==> src/rtl/pcos_pkg.sv <==
package pcos_pkg;
  // number of one-PLL-cycle delay stages
  parameter int unsigned CHAIN_DEPTH = 15;
  // width of the delay code; bit 0 is not decoded
  parameter int unsigned CODE_W      = 5;
  localparam int unsigned SEL_W      = CODE_W - 1;
endpackage

==> src/rtl/pcos_rst_sync.sv <==
module pcos_rst_sync #(
  parameter int unsigned STAGES = 2
) (
  input  logic clk,
  input  logic arst_n,
  output logic srst_n
);
  logic [STAGES-1:0] sync_q;
  logic [STAGES-1:0] sync_d;

  always_comb begin
    sync_d = {sync_q[STAGES-2:0], 1'b1};
  end

  always_ff @(posedge clk or negedge arst_n) begin
    if (!arst_n) sync_q <= '0;
    else         sync_q <= sync_d;
  end

  assign srst_n = sync_q[STAGES-1];
endmodule

==> src/rtl/pcos_dly_chain.sv <==
module pcos_dly_chain
  import pcos_pkg::*;
#(
  parameter int unsigned DEPTH = CHAIN_DEPTH
) (
  input  logic             clk,
  input  logic             rst_n,
  input  logic             shift_en,
  input  logic             din,
  output logic [DEPTH-1:0] stages
);
  logic [DEPTH-1:0] stg_q;
  logic [DEPTH-1:0] stg_d;

  always_comb begin
    stg_d = stg_q;
    if (shift_en) begin
      stg_d[0] = din;
      for (int i = 1; i < int'(DEPTH); i++) stg_d[i] = stg_q[i-1];
    end
  end

  always_ff @(posedge clk or negedge rst_n) begin
    if (!rst_n) stg_q <= '0;
    else        stg_q <= stg_d;
  end

  assign stages = stg_q;

  generate
    if (DEPTH > 1) begin : g_chk
      AST_CHAIN_STEP: assert property (@(posedge clk) disable iff (!rst_n)
        shift_en |=> stg_q[1] == $past(stg_q[0]));
    end
  endgenerate
endmodule

==> src/rtl/pcos_tap_sel.sv <==
module pcos_tap_sel
  import pcos_pkg::*;
#(
  parameter int unsigned DEPTH = CHAIN_DEPTH,
  parameter int unsigned SW    = SEL_W
) (
  input  logic             raw_in,
  input  logic [DEPTH-1:0] stages,
  input  logic [SW-1:0]    sel,
  input  logic             use_chain,
  output logic             tap_out
);
  localparam int unsigned NTAPS = DEPTH + 1;
  logic [NTAPS-1:0] taps;
  logic             picked;

  assign taps = {stages, raw_in};

  always_comb begin
    picked = taps[DEPTH];
    for (int k = 0; k < int'(NTAPS); k++) begin
      if (int'(sel) == k) picked = taps[k];
    end
    tap_out = use_chain ? picked : raw_in;
  end
endmodule

==> src/rtl/pclk_out_shaper.sv <==
module pclk_out_shaper
  import pcos_pkg::*;
(
  input  logic              pll_clk,
  input  logic              rst_n,
  input  logic              pix_clk,
  input  logic              src_is_pll,
  input  logic [CODE_W-1:0] dly_code,
  input  logic              inv_en,
  output logic              disp_clk
);
  logic                   rst_s_n;
  logic [CHAIN_DEPTH-1:0] chain;
  logic                   tapped;
  logic [SEL_W-1:0]       step_sel;

  assign step_sel = dly_code[CODE_W-1:1];

  pcos_rst_sync #(.STAGES(2)) u_rst (
    .clk    (pll_clk),
    .arst_n (rst_n),
    .srst_n (rst_s_n)
  );

  pcos_dly_chain #(.DEPTH(CHAIN_DEPTH)) u_chain (
    .clk      (pll_clk),
    .rst_n    (rst_s_n),
    .shift_en (1'b1),
    .din      (pix_clk),
    .stages   (chain)
  );

  pcos_tap_sel #(.DEPTH(CHAIN_DEPTH), .SW(SEL_W)) u_tap (
    .raw_in    (pix_clk),
    .stages    (chain),
    .sel       (step_sel),
    .use_chain (src_is_pll),
    .tap_out   (tapped)
  );

  assign disp_clk = tapped ^ inv_en;

  AST_BYPASS_UNDELAYED: assert property (@(posedge pll_clk) disable iff (!rst_s_n)
    !src_is_pll |-> disp_clk == (pix_clk ^ inv_en));
  AST_ZERO_CODE_DIRECT: assert property (@(posedge pll_clk) disable iff (!rst_s_n)
    (src_is_pll && step_sel == '0) |-> disp_clk == (pix_clk ^ inv_en));
  AST_POLARITY_LAST: assert property (@(posedge pll_clk) disable iff (!rst_s_n)
    inv_en |-> disp_clk != tapped);
  AST_TOP_TAP_END: assert property (@(posedge pll_clk) disable iff (!rst_s_n)
    (src_is_pll && step_sel == SEL_W'(CHAIN_DEPTH)) |-> (disp_clk ^ inv_en) == chain[CHAIN_DEPTH-1]);
endmodule

==> config.mk <==
export PLATFORM = sky130hd
export DESIGN_NAME = pclk_out_shaper
export DESIGN_NICKNAME = d
export VERILOG_FILES = /design/src/rtl/pcos_pkg.sv /design/src/rtl/pcos_rst_sync.sv /design/src/rtl/pcos_dly_chain.sv /design/src/rtl/pcos_tap_sel.sv /design/src/rtl/pclk_out_shaper.sv
export SDC_FILE = /design/constraint.sdc
export NUM_CORES = 1
export LEC_CHECK = 0
export ABC_AREA = 1
export BUFFER_PORTS_ARGS = -buffer_cell sky130_fd_sc_hd__buf_2
export CAP_MARGIN = 20
export CORE_ASPECT_RATIO = 0.8
export CORE_MARGIN = 8
export CORE_UTILIZATION = 35
export DETAILED_ROUTE_END_ITERATION = 8
export HOLD_SLACK_MARGIN = 0.02
export PLACE_DENSITY_LB_ADDON = 0.1
export SYNTH_ARGS = -nofsm -noshare
export SYNTH_HDL_FRONTEND = slang
export SYNTH_HIERARCHICAL = 1
export SYNTH_SLANG_ARGS = --single-unit
==> constraint.sdc <==
create_clock -name pll_clk -period 2.5 [get_ports pll_clk]
set_input_delay 0.5 -clock pll_clk [delete_from_list [all_inputs] [get_ports pll_clk]]
set_output_delay 0.5 -clock pll_clk [all_outputs]
set_load 0.03 [all_outputs]
# [After elaboration in Yosys (flattened, before gate mapping)]
# Index checks and enable logic that the tools add are counted.
[totals] regBits=17 output_inout_bits=1 word_cells=36
[op_classes] n_eq_ne=15 mux=17 bitwise_logic=1 n_reduce_logical=1
[ops] op="$eq A4 B4 Y1 const B" count=8
[ops] op="$mux W1" count=17
[ops] op="$eq A4 B3 Y1 const B" count=4
[ops] op="$eq A4 B2 Y1 const B" count=2
[ops] op="$eq A4 B1 Y1 const B" count=1
[ops] op="$logic_not A4 Y1" count=1
[ops] op="$xor A1 B1 Y1" count=1

# [Logic depth before layout (Yosys ltp)]
# Gate-level depths: netlist of the first run.
[depth] word_depth=19 depth_mapped=25

# [Hierarchy]
# Netlist of the first run, hierarchy kept.
[modules_own_cells] module="pcos_dly_chain" instances=1 cells_each=64 area_each_um2=620.6 seq_area_each_um2=375.4
[modules_own_cells] module="pcos_tap_sel" instances=1 cells_each=72 area_each_um2=411.6 seq_area_each_um2=0.0
[modules_own_cells] module="pcos_rst_sync" instances=1 cells_each=3 area_each_um2=53.8 seq_area_each_um2=50.0
[modules_own_cells] module="pclk_out_shaper" instances=1 cells_each=6 area_each_um2=22.5 seq_area_each_um2=0.0

# [Least setup slack after synthesis of the first run]
# Ideal clock, no wire load.
[synth_timing] path_type="input to output" start="in dly_code[1]" end="out disp_clk" arrival_ns=1.963 required_time_ns=2.000 slack_ns=0.037 cell_stages=25 n_path_buf=1 path_cell_list="buf_6 inv_2 nor2_2 nand3_1 nand2_1 inv_1 nand2_1 nand2_1 nand2_1 nand2_1 nand2_1 nand2_1 nand2_1 nand2_1 nand2_1 nand2_1 nand2_1 nand2_1 nand2_1 nand2_1 nand2_1 nand2_1 inv_1 nand2_1 nand2_1"
[synth_between] elab_chain_len=19 elab_cells_between_ends=34 cone_classes="eq/ne (15); mux (17); bitwise (1); reduce/logical (1)"
[synth_lines] item="start: declaration" line_no="pclk_out_shaper.sv:8" source="input logic [CODE_W-1:0] dly_code,"
[synth_lines] item="$logic_not A4 Y1" line_no="pcos_tap_sel.sv:22" source="if (int'(sel) == k) picked = taps[k];"
[synth_lines] item="$mux W1 (15 in a row)" line_no="pcos_tap_sel.sv:22"
[synth_lines] item="$mux W1 *" line_no="pcos_tap_sel.sv:22"
[synth_lines] item="$mux W1 *" line_no="pcos_tap_sel.sv:24" source="tap_out = use_chain ? picked : raw_in;"
[synth_lines] item="net tapped" line_no="pclk_out_shaper.sv:14" source="logic tapped;"
[synth_lines] item="$xor A1 B1 Y1 *" line_no="pclk_out_shaper.sv:41" source="assign disp_clk = tapped ^ inv_en;"
[synth_lines] item="end: declaration" line_no="pclk_out_shaper.sv:10" source="output logic disp_clk"
# Mark *: on every way through the listed nets, which the timed path passes. The rest lies on a longest branch.

# [Worst setup path in the final report of the first run]
# Ends and elaborated chain as after synthesis.

==> results of run 1 <==
power breakdown:
group          switching, W  internal, W  total (W)
Sequential        0.0000423     0.000313   0.000355
Clock             0.0000817     0.000113   0.000194
Combinational     0.0000851    0.0000831   0.000168
Yosys cell counts:
cell	number	area (µm²)
conb_1	2	7.51
nand2_2	11	68.8
inv_1	7	26.3
buf_6	3	33.8
nand3_1	4	20.0
nor2_8	1	20.0
bufinv_8	4	70.1
o21ai_0	1	5.00
inv_6	1	8.76
o211ai_1	6	45.0
clkinv_1	1	3.75
nor2_2	2	12.5
nand2_1	71	267
o31ai_1	1	7.51
inv_2	6	22.5
o22ai_1	2	12.5
dfrtp_1	17	425
nor2_4	2	22.5
o21ai_1	2	10.0
buf_12	1	20.0
worst paths after layout:
| kind | end | slack (ns) |
|---|---|---|
| worst max-delay path | disp_clk | -0.1 |
| worst min-delay path | u_chain/stages[7] | 0.24 |
| worst max register to register | u_chain/stages[4] | 1.84 |
| worst min register to register | u_chain/stages[7] | 0.24 |
| max in group asynchronous | u_rst/sync_q[0] | 1.83 |
| min in group pll_clk | u_rst/sync_q[1] | 0.35 |
layout by cell type (no fill, tap or decap), drive strengths merged:
cell / n
bufinv: 4
o211ai: 6
nor2: 5
conb: 2
dlygate4sd3: 1
clkinv: 1
buf: 24
nand2: 82
o22ai: 2
nand3: 4
o21ai: 3
dfrtp: 17
inv: 14
o31ai: 1
clkbuf: 4
metal layers:
metal / GRT usage / vias up
li1: - / 491
met1: 0.111 / 425
met2: 0.157 / 13
met3: 0.0149 / 2
met4: 0.0415 / 0
met5: 0 / -
final cells by class:
class / count / share of cell area
tap: 40 / 0.0365
timing repair buffer: 25 / 0.151
clock buffer: 4 / 0.0328
sequential: 17 / 0.310
inverter: 19 / 0.0957
multi-input combinational: 105 / 0.374
worst reg2reg max path, cell delays in order, from the launching register on:
cell and delay, ns:
dfrtp_1 0.42, nand2_1 0.08, nand2_1 0.05
cell families after synthesis:
logic type      after synthesis  share of synthesized area
other cells                   2                    0.00677
buf+inv                      23                      0.167
flops                        17                      0.384
compound gates               12                     0.0722
simple gates                 91                      0.370
registers in the layout, summed over array words and instances (netlist names):
name	count
u_rst/sync_q	2
u_chain/stages	15
through the flow:
step / cell area (µm²) / total power (W)
final: 1370 / 0.000718
after detailed placement: 1250 / 0.000513
after global routing: 1370 / 0.000765
after global placement: 1250 / 0.000509
after CTS: 1370 / 0.000725
after floorplan: 1110 / 0.000462
timing repair:
action	in CTS	in global routing
hold endpoints to repair	2	0
setup endpoints to repair	1	1
gates cloned	0	0
hold buffers	1	0
gates resized for setup	14	2
setup buffers	1	0
pin swaps	3	0
==> out/qor.txt, run 1 <==
CP endpoint kind -> output pin
Vias -> 931
IO Pins -> 11
Drt wl/cell -> 11.0 µm
Synth Register Bits -> 17
Avg Inst Size Synth -> 7.65 µm²
Met2 wire len -> 1090 µm
Crit path from -> dly_code[1]
Total Routed Length -> 2300 µm
Count of non-filler cells in the finished layout -> 210
Global-route wire length before repair -> 3820 µm
Status -> finished, violations left
Worst-path maximum fanout -> 6
RSZ-0062 raised after global routing -> true
Slew HR -> 0.609
Leakage -> 0.743 nW
WP data required -> 2.00 ns
R2R Path Start -> u_chain/stages[3]
Fin. Hold Viols -> 0
Setup_tns -> -0.0968 ns
TritonCTS buffer count -> 3
Clock Pin Slew Worst Setup and Hold Paths -> 0.06 ns
Hold/Removal Path Class -> register to async pin
CP Buf/Inv Count -> 3
Crit Path Category -> input port to output pin
Final Skew -> 0.00200 ns
CTS max path bufs -> 2
Fillers -> 311
Worst slew pin tran -> 0.587 ns
Layout Nets -> 181
Slowest CP cell -> nor2_4
VDD IR-drop max -> 0.000366 V
Total GRT Usage -> 0.0916
Finished Core Util -> 0.448
Pwr Density -> 523 nW/µm²
Min Clock Period, post-route -> 2.60 ns
Area of the multi-input gates -> 513 µm²
Die H -> 66.3 µm
Slowest cell delay on critical path -> 0.15 ns
Die span in x -> 78.9 µm
DR vias/cell -> 4.43
Setup WS pre-CTS -> -0.241 ns
Pin count of the biggest net entering global routing -> 17
Initial DRT Pass Iterations -> 4
Total grt overflow -> 0
Synth warn -> 6
N_diodes -> 0
Total die area -> 5240 µm²
R2R cell count -> 2
Core area -> 3060 µm²
Crit path DAT -> 2.10 ns
Skew-Pair Late Insertion Delay -> 0.24 ns
Failing checks -> setup timing
Post-layout worst setup margin -> -0.0968 ns
DR top layer -> met4
Cells after Synth -> 145
Peak Freq -> 385 MHz
I/O Buffers -> 9
Final setup vio count -> 1
Starting DRT DRC Count -> 58
Post-synthesis net count -> 155
Final Wtd Congestion -> 0.773
Root Buffer -> clkbuf_8
Sequential share of the synthesized area -> 0.384
Share of layout cells above drive strength 1 -> 0.324
H-tree levels -> 1
Hold_ws -> 0.244 ns
Startpoint types -> input port
Vias in the first global route -> 875
Starting Density -> 0.362
Most used cell, CP -> nand2_1
Cell count along the critical path -> 25
CP top delay family -> simple AND/OR/NAND/NOR gates
Initial antenna violation count -> 0
Placed wire-length estimate -> 1830 µm
Post-Route M1 WL -> 1140 µm
CTS tree -> yes
Slew Viols, Final -> 0
Final period util -> 1.04
Drt drc -> 0
Routed Antenna Nets -> 0
Layout area overhead -> 23.8%
FF+latch area -> 425 µm²
Clk sink count -> 17
Max-cap violations -> 0
Cells after DPL -> 204
# rows -> 18
Synthesized area -> 1110 µm²
Met3 WL -> 60 µm
Synth cell types -> 20
Note: power is estimated with default switching activity, not from simulation.
==> run 2: changes to the inputs <==
--- a/config.mk
+++ b/config.mk
@@ -5,7 +5,6 @@
 export SDC_FILE = /design/constraint.sdc
 export NUM_CORES = 1
 export LEC_CHECK = 0
-export ABC_AREA = 1
 export BUFFER_PORTS_ARGS = -buffer_cell sky130_fd_sc_hd__buf_2
 export CAP_MARGIN = 20
 export CORE_ASPECT_RATIO = 0.8
==> run 2 against run 1 <==
Effect of this change: the flow now finishes without violations; maximum frequency increased by 8.8%; combinational power increased by 51%; total power rose by 19%; sequential cell count stayed put; clock power fell by 25%; final cell count fell by 39%; utilization down 5.1 points; critical path type unchanged.
==> out/qor.txt, run 2 <==
Yosys top cell by area -> dfrtp_1
Drt wl/cell -> 13.6 µm (+24%)
Synth Register Bits -> 17 (unchanged)
Crit path from -> dly_code[2]
R2R Path Start -> u_chain/stages[12]
Total Routed Length -> 1760 µm (-24%)
Met3 WL -> 139 µm (+130%)
Post-synthesis async set-or-reset flop share -> 1.00 (unchanged)
Pwr Density -> 803 nW/µm² (+54%)
Layout Nets -> 102 (-44%)
Clock Pin Slew Worst Setup and Hold Paths -> 0.10 ns (+0.04 ns)
Most common cell after layout, fill and taps aside -> dfrtp_1
Crit Path Category -> input port to output pin
R2R cell count -> 1 (-1)
Critical Path Sink -> disp_clk
Final setup vio count -> 0 (-1)
DR top layer -> met4
Synth top cells by count -> dfrtp_1, mux2_4, mux2_2
Fillers -> 279 (-10%)
Starting Density -> 0.360 (-0.00198)
Worst slew pin tran -> 0.597 ns (+0.0103 ns)
Placed wire-length estimate -> 1290 µm (-30%)
Synth top area cells -> dfrtp_1, mux2_4, mux2_2
Routed Antenna Nets -> 0 (unchanged)
RR Endpoint -> u_chain/stages[13]
Vias -> 633 (-32%)
VDD IR-drop max -> 0.000380 V (+3.8%)
Pin count of the biggest net entering global routing -> 16 (-1)
Final period util -> 0.954 (-0.0844)
Initial DRT Pass Iterations -> 4 (unchanged)
Setup_tns -> 0 ns (+0.0968 ns)
Largest register FFs -> 15 (unchanged)
Most frequent cells in the layout -> dfrtp_1, mux2_4, buf_2
Max-cap violations -> 0 (unchanged)
Fin. Hold Viols -> 0 (unchanged)
Vias in the first global route -> 602 (-31%)
Total die area -> 4700 µm² (-10%)
Peak Freq -> 419 MHz (+8.8%)
Global-route wire length before repair -> 2990 µm (-22%)
Post-synthesis net count -> 90 (-42%)
Hold/Removal Path Class -> register to async pin
Root Buffer -> clkbuf_4
Most frequent cell after synthesis -> dfrtp_1
Total grt overflow -> 0 (unchanged)
Slew Viols, Final -> 0 (unchanged)
Starting DRT DRC Count -> 36 (-38%)
Slew HR -> 0.602 (-0.00688)
Predominant post-synthesis flop cell -> dfrtp_1
Leakage -> 0.462 nW (-38%)
Final Skew -> 0.00770 ns (+0.00570 ns)
Cells after Synth -> 80 (-45%)
Core area -> 2680 µm² (-13%)
Met2 wire len -> 682 µm (-38%)
Sequential share of the synthesized area -> 0.441 (+0.0572)
CP endpoint kind -> output pin
Total GRT Usage -> 0.0845 (-0.00705)
Die H -> 63.0 µm (-5.1%)
Slowest CP cell -> mux2_2
FF+latch area -> 425 µm² (unchanged)
I/O Buffers -> 9 (unchanged)
Final Wtd Congestion -> 0.765 (-0.92%)
Clk sink count -> 17 (unchanged)
Share of layout cells above drive strength 1 -> 0.396 (+0.0721)
# rows -> 17 (-1)
IO Pins -> 11 (unchanged)
Layout area overhead -> 10.2%
Post-Route M1 WL -> 906 µm (-20%)
Post-synth top area share -> 0.441 (+0.0572)
Skew-Pair Late Insertion Delay -> 0.29 ns (+0.05 ns)
Status -> finished clean
Post-CTS Setup Repair Bufs -> 0 (-1)
CTS tree -> yes
Drt drc -> 0 (unchanged)
EDFF count, synth -> 0 (unchanged)
DR vias/cell -> 4.91 (+11%)
Area of the multi-input gates -> 477 µm² (-7.1%)
Avg Inst Size Synth -> 12.1 µm² (+58%)
WP data required -> 2.00 ns (about the same)
TritonCTS buffer count -> 3 (unchanged)
Synthesized area -> 965 µm² (-13%)
CTS max path bufs -> 2 (unchanged)
Crit path DAT -> 1.89 ns (-0.21 ns)
Worst-path maximum fanout -> 6 (unchanged)
H-tree levels -> 1 (unchanged)
Initial antenna violation count -> 0 (unchanged)
Synth warn -> 6 (unchanged)
Min Clock Period, post-route -> 2.39 ns (-0.211 ns)
Startpoint types -> input port
Die span in x -> 74.7 µm (-5.4%)
Slowest cell delay on critical path -> 0.35 ns (+0.20 ns)
N_diodes -> 0 (unchanged)
Reg2reg setup slack -> 1.70 ns (-0.14 ns)
RSZ-0062 raised after global routing -> false
Synth cell types -> 29 (+45%)
Critical path, cell by cell -> buf_2 -> mux2_2 -> o21ai_1 -> o21ai_0 -> a21oi_1 -> o31ai_2 -> xor2_1 -> clkbuf_4
Hold_ws -> 0.241 ns (-0.00267 ns)
==> run 2: cell types whose count changed after synthesis, moves of 5 or more <==
cell	change
inv_2	-6
mux2_4	+10
nand2_1	-70
inv_1	-5
mux2_2	+7
nand2_2	-11
==> run 2: worst min path at each step <==
stage	to	slack, ns	cells past startpoint
floorplan	u_chain/stages[0]	0.19	0
global placement	u_chain/stages[8]	0.28	0
detailed placement	u_chain/stages[7]	0.27	0
CTS	u_chain/stages[13]	0.27	0
global route	u_chain/stages[8]	0.32	0
finish	u_chain/stages[12]	0.24	0
==> run 2: layout make-up <==
cell class / instances / area share
inverters: 2 / 0.00706
multi-input cells: 55 / 0.448
flip-flops and latches: 17 / 0.400
repair buffers: 13 / 0.0753
clock buffers: 4 / 0.0247
well taps: 38 / 0.0447
==> run 2: cell families after synthesis <==
logic type / count (synthesis) / synth area share
AND/OR/NAND/NOR: 16 / 0.0934
XOR/XNOR: 1 / 0.00908
flip-flops: 17 / 0.441
multiplexers: 18 / 0.248
AO/OA/AOI/OAI: 18 / 0.131
other: 2 / 0.00779
buffers and inverters: 8 / 0.0700
==> run 2: power breakdown <==
part	internal, W	total (W)	switching (W)
registers	0.000367	0.000455	0.0000882
logic	0.000169	0.000253	0.0000838
clock network	0.0000620	0.000146	0.0000841
total	0.000598	0.000854	0.000256
==> run 2: critical path: cells and delay by family <==
family | cells | cell delay, ns
buf+inv | 2 | 0.35
mux | 1 | 0.35
compound gates | 4 | 0.55
xor+xnor | 1 | 0.13
==> run 2: metal layers <==
metal | up-vias | global-route usage
met5 | - | 0
met1 | 308 | 0.118
met4 | 0 | 0.0366
met2 | 18 | 0.102
met3 | 4 | 0.0433
li1 | 303 | -
==> run 2: per-stage QoR <==
stage | utilization | cells | setup slack [ns] | instance area [µm²] | total power (W)
floorplan | - | 80 | 0.132 | 965 | 0.000652
global placement | 0.380 | 124 | 0.0666 | 1020 | 0.000710
detailed placement | 0.380 | 124 | 0.0598 | 1020 | 0.000709
CTS | 0.394 | 129 | 0.0427 | 1060 | 0.000863
global route | 0.397 | 129 | 0.00505 | 1060 | 0.000915
finish | 0.397 | 129 | 0.114 | 1060 | 0.000854
==> run 2: repair_timing <==
action,CTS,global route
hold buffers,1,0
endpoints found under the hold margin,2,0
resized for setup,0,3
setup endpoints to repair,0,1
==> run 3: changes to the inputs <==
--- a/config.mk
+++ b/config.mk
@@ -5,14 +5,14 @@
 export SDC_FILE = /design/constraint.sdc
 export NUM_CORES = 1
 export LEC_CHECK = 0
-export BUFFER_PORTS_ARGS = -buffer_cell sky130_fd_sc_hd__buf_2
 export CAP_MARGIN = 20
 export CORE_ASPECT_RATIO = 0.8
 export CORE_MARGIN = 8
 export CORE_UTILIZATION = 35
 export DETAILED_ROUTE_END_ITERATION = 8
+export DONT_BUFFER_PORTS = 1
 export HOLD_SLACK_MARGIN = 0.02
-export PLACE_DENSITY_LB_ADDON = 0.1
+export PLACE_DENSITY = 0.59
 export SYNTH_ARGS = -nofsm -noshare
 export SYNTH_HDL_FRONTEND = slang
 export SYNTH_HIERARCHICAL = 1
==> run 3 against run 2 <==
Effect of this change: non-clock buffer count down 10; first-iteration DRC count is 36% higher; clock skew hardly changed; via count decreased by 8.2%; global-route usage fell by 1.1 points; utilization is 2.2 points lower; total power down 1.5%; routed wire length is 11% lower; sequential cell count did not move; register-to-register slack lost 0.10 ns; critical path depth decreased by 1; critical path type is now register to output pin; largest power group unchanged; highest routed layer unchanged.
==> out/qor.txt, run 3 (synthesis results as in run 2) <==
Reg2reg setup slack -> 1.60 ns (-0.10 ns)
Core area -> 2680 µm² (unchanged)
Vias -> 581 (-8.2%)
CTS tree -> yes
Most frequent cells in the layout -> dfrtp_1, mux2_4, mux2_2
Placed wire-length estimate -> 1150 µm (-11%)
Die span in x -> 74.7 µm (unchanged)
Starting DRT DRC Count -> 49 (+36%)
Starting Density -> 0.360 (unchanged)
# rows -> 17 (unchanged)
TritonCTS buffer count -> 3 (unchanged)
Slew HR -> 0.616 (+0.0142)
Most used cell, CP -> o21ai_0
Total Routed Length -> 1560 µm (-11%)
Peak Freq -> 426 MHz (+1.6%)
Min Clock Period, post-route -> 2.35 ns (-0.0379 ns)
Drt wl/cell -> 13.1 µm (-3.7%)
CTS max path bufs -> 2 (unchanged)
Hold/Removal Path Class -> register to async pin
Critical path, cell by cell -> mux2_2 -> o21ai_0 -> o21ai_0 -> a21oi_1 -> o31ai_2 -> xor2_1 -> buf_4
Worst slew pin tran -> 0.576 ns (-0.0212 ns)
Largest register FFs -> 15 (unchanged)
Pwr Density -> 838 nW/µm² (+4.3%)
Final Skew -> 0.00805 ns (+0.000351 ns)
Slew Viols, Final -> 0 (unchanged)
Final period util -> 0.939 (-0.0152)
R2R Path Start -> u_chain/stages[9]
Slowest cell delay on critical path -> 0.41 ns (+0.06 ns)
Routed Antenna Nets -> 0 (unchanged)
Crit Path Category -> register to output pin
Die H -> 63.0 µm (unchanged)
Crit path from -> u_chain/stages[7]
Layout Nets -> 92 (-9.8%)
CP top delay family -> compound AO/OA/AOI/OAI gates
Total GRT Usage -> 0.0734 (-0.0112)
N_diodes -> 0 (unchanged)
Status -> finished clean
Initial antenna violation count -> 0 (unchanged)
CP Buf/Inv Count -> 1 (-1)
Total grt overflow -> 0 (unchanged)
WP data required -> 2.00 ns (about the same)
Worst-path maximum fanout -> 3 (-3)
RR Endpoint -> u_chain/stages[10]
Startpoint types -> register
Clock Pin Slew Worst Setup and Hold Paths -> 0.10 ns (about the same)
RSZ-0062 raised after global routing -> false
Initial DRT Pass Iterations -> 4 (unchanged)
Share of layout cells above drive strength 1 -> 0.321 (-0.0746)
R2R cell count -> 2 (+1)
Fin. Hold Viols -> 0 (unchanged)
Most common cell after layout, fill and taps aside -> dfrtp_1
Global-route wire length before repair -> 2730 µm (-9.0%)
Fillers -> 272 (-2.5%)
Vias in the first global route -> 536 (-11%)
CP endpoint kind -> output pin
VDD IR-drop max -> 0.000285 V (-25%)
Root Buffer -> clkbuf_4
Max-cap violations -> 0 (unchanged)
Pin count of the biggest net entering global routing -> 16 (unchanged)
Total Power -> 0.000842 W (-1.5%)
Slowest CP cell -> dfrtp_1
Crit path DAT -> 1.85 ns (-0.04 ns)
Drt drc -> 0 (unchanged)
H-tree levels -> 1 (unchanged)
Clk sink count -> 17 (unchanged)
Final Wtd Congestion -> 0.761 (-0.56%)
I/O Buffers -> 0 (-9)
Final setup vio count -> 0 (unchanged)
Skew-Pair Late Insertion Delay -> 0.29 ns (about the same)
Total die area -> 4700 µm² (unchanged)
Leakage -> 0.422 nW (-8.6%)
Layout area overhead -> 4.15%
Setup_tns -> 0 ns (unchanged)
IO Pins -> 11 (unchanged)
DR vias/cell -> 4.88 (-0.50%)
[run 3: per-stage QoR]
stage          area, µm²  cells  utilization  setup WS, ns  hold slack [ns]
5_1_grt             1000    119        0.375        0.0141            0.293
2_1_floorplan        965     80            -         0.132            0.187
4_1_cts              997    118        0.372         0.120            0.253
3_5_place_dp         960    113        0.358         0.322            0.204
3_3_place_gp         960    113        0.358         0.318            0.204
6_report            1000    119        0.375         0.152            0.231
[run 3: report_power, final]
part | total [W] | switching, W | internal [W]
clock | 0.000145 | 0.0000851 | 0.0000594
combinational | 0.000247 | 0.0000760 | 0.000171
sequential | 0.000450 | 0.0000825 | 0.000367
total | 0.000841 | 0.000244 | 0.000598
[run 3: timing repair]
action | in CTS | in global routing
hold endpoints to repair | 2 | 0
hold buffers | 1 | 0
setup endpoints to repair | 0 | 1
resized for setup | 0 | 0
setup buffers | 0 | 1
[run 3: per-layer routing]
metal  routed length, µm  global-route usage
met1                 808               0.103
met2                 615              0.0935
met3                 126              0.0353
met4                   9              0.0220
met5                   0                   0
[run 3: final cells by class]
type,instances,area [µm²],area share
multi-input cells,55,472,0.469
repair buffers,3,25.0,0.0249
inverters,2,7.51,0.00747
flip-flops and latches,17,425,0.423
clock buffers,3,22.5,0.0224
clock inverters,1,5.00,0.00498
well taps,38,47.5,0.0473
[run 3: how the worst max path moves through the flow]
| stage | to | slack [ns] | depth (start not counted) |
|---|---|---|---|
| after detailed placement | disp_clk | 0.32 | 7 |
| after floorplan | disp_clk | 0.13 | 6 |
| final | disp_clk | 0.15 | 7 |
| after global routing | disp_clk | 0.01 | 7 |
| after CTS | disp_clk | 0.12 | 7 |
| after global placement | disp_clk | 0.32 | 7 |
[run 3: worst reg2reg max path, delay by kind of cell, from the launching register on]
family | cells | cell delay (ns)
buffers and inverters | 1 | 0.14
multiplexers | 1 | 0.25
flip-flops | 1 | 0.41
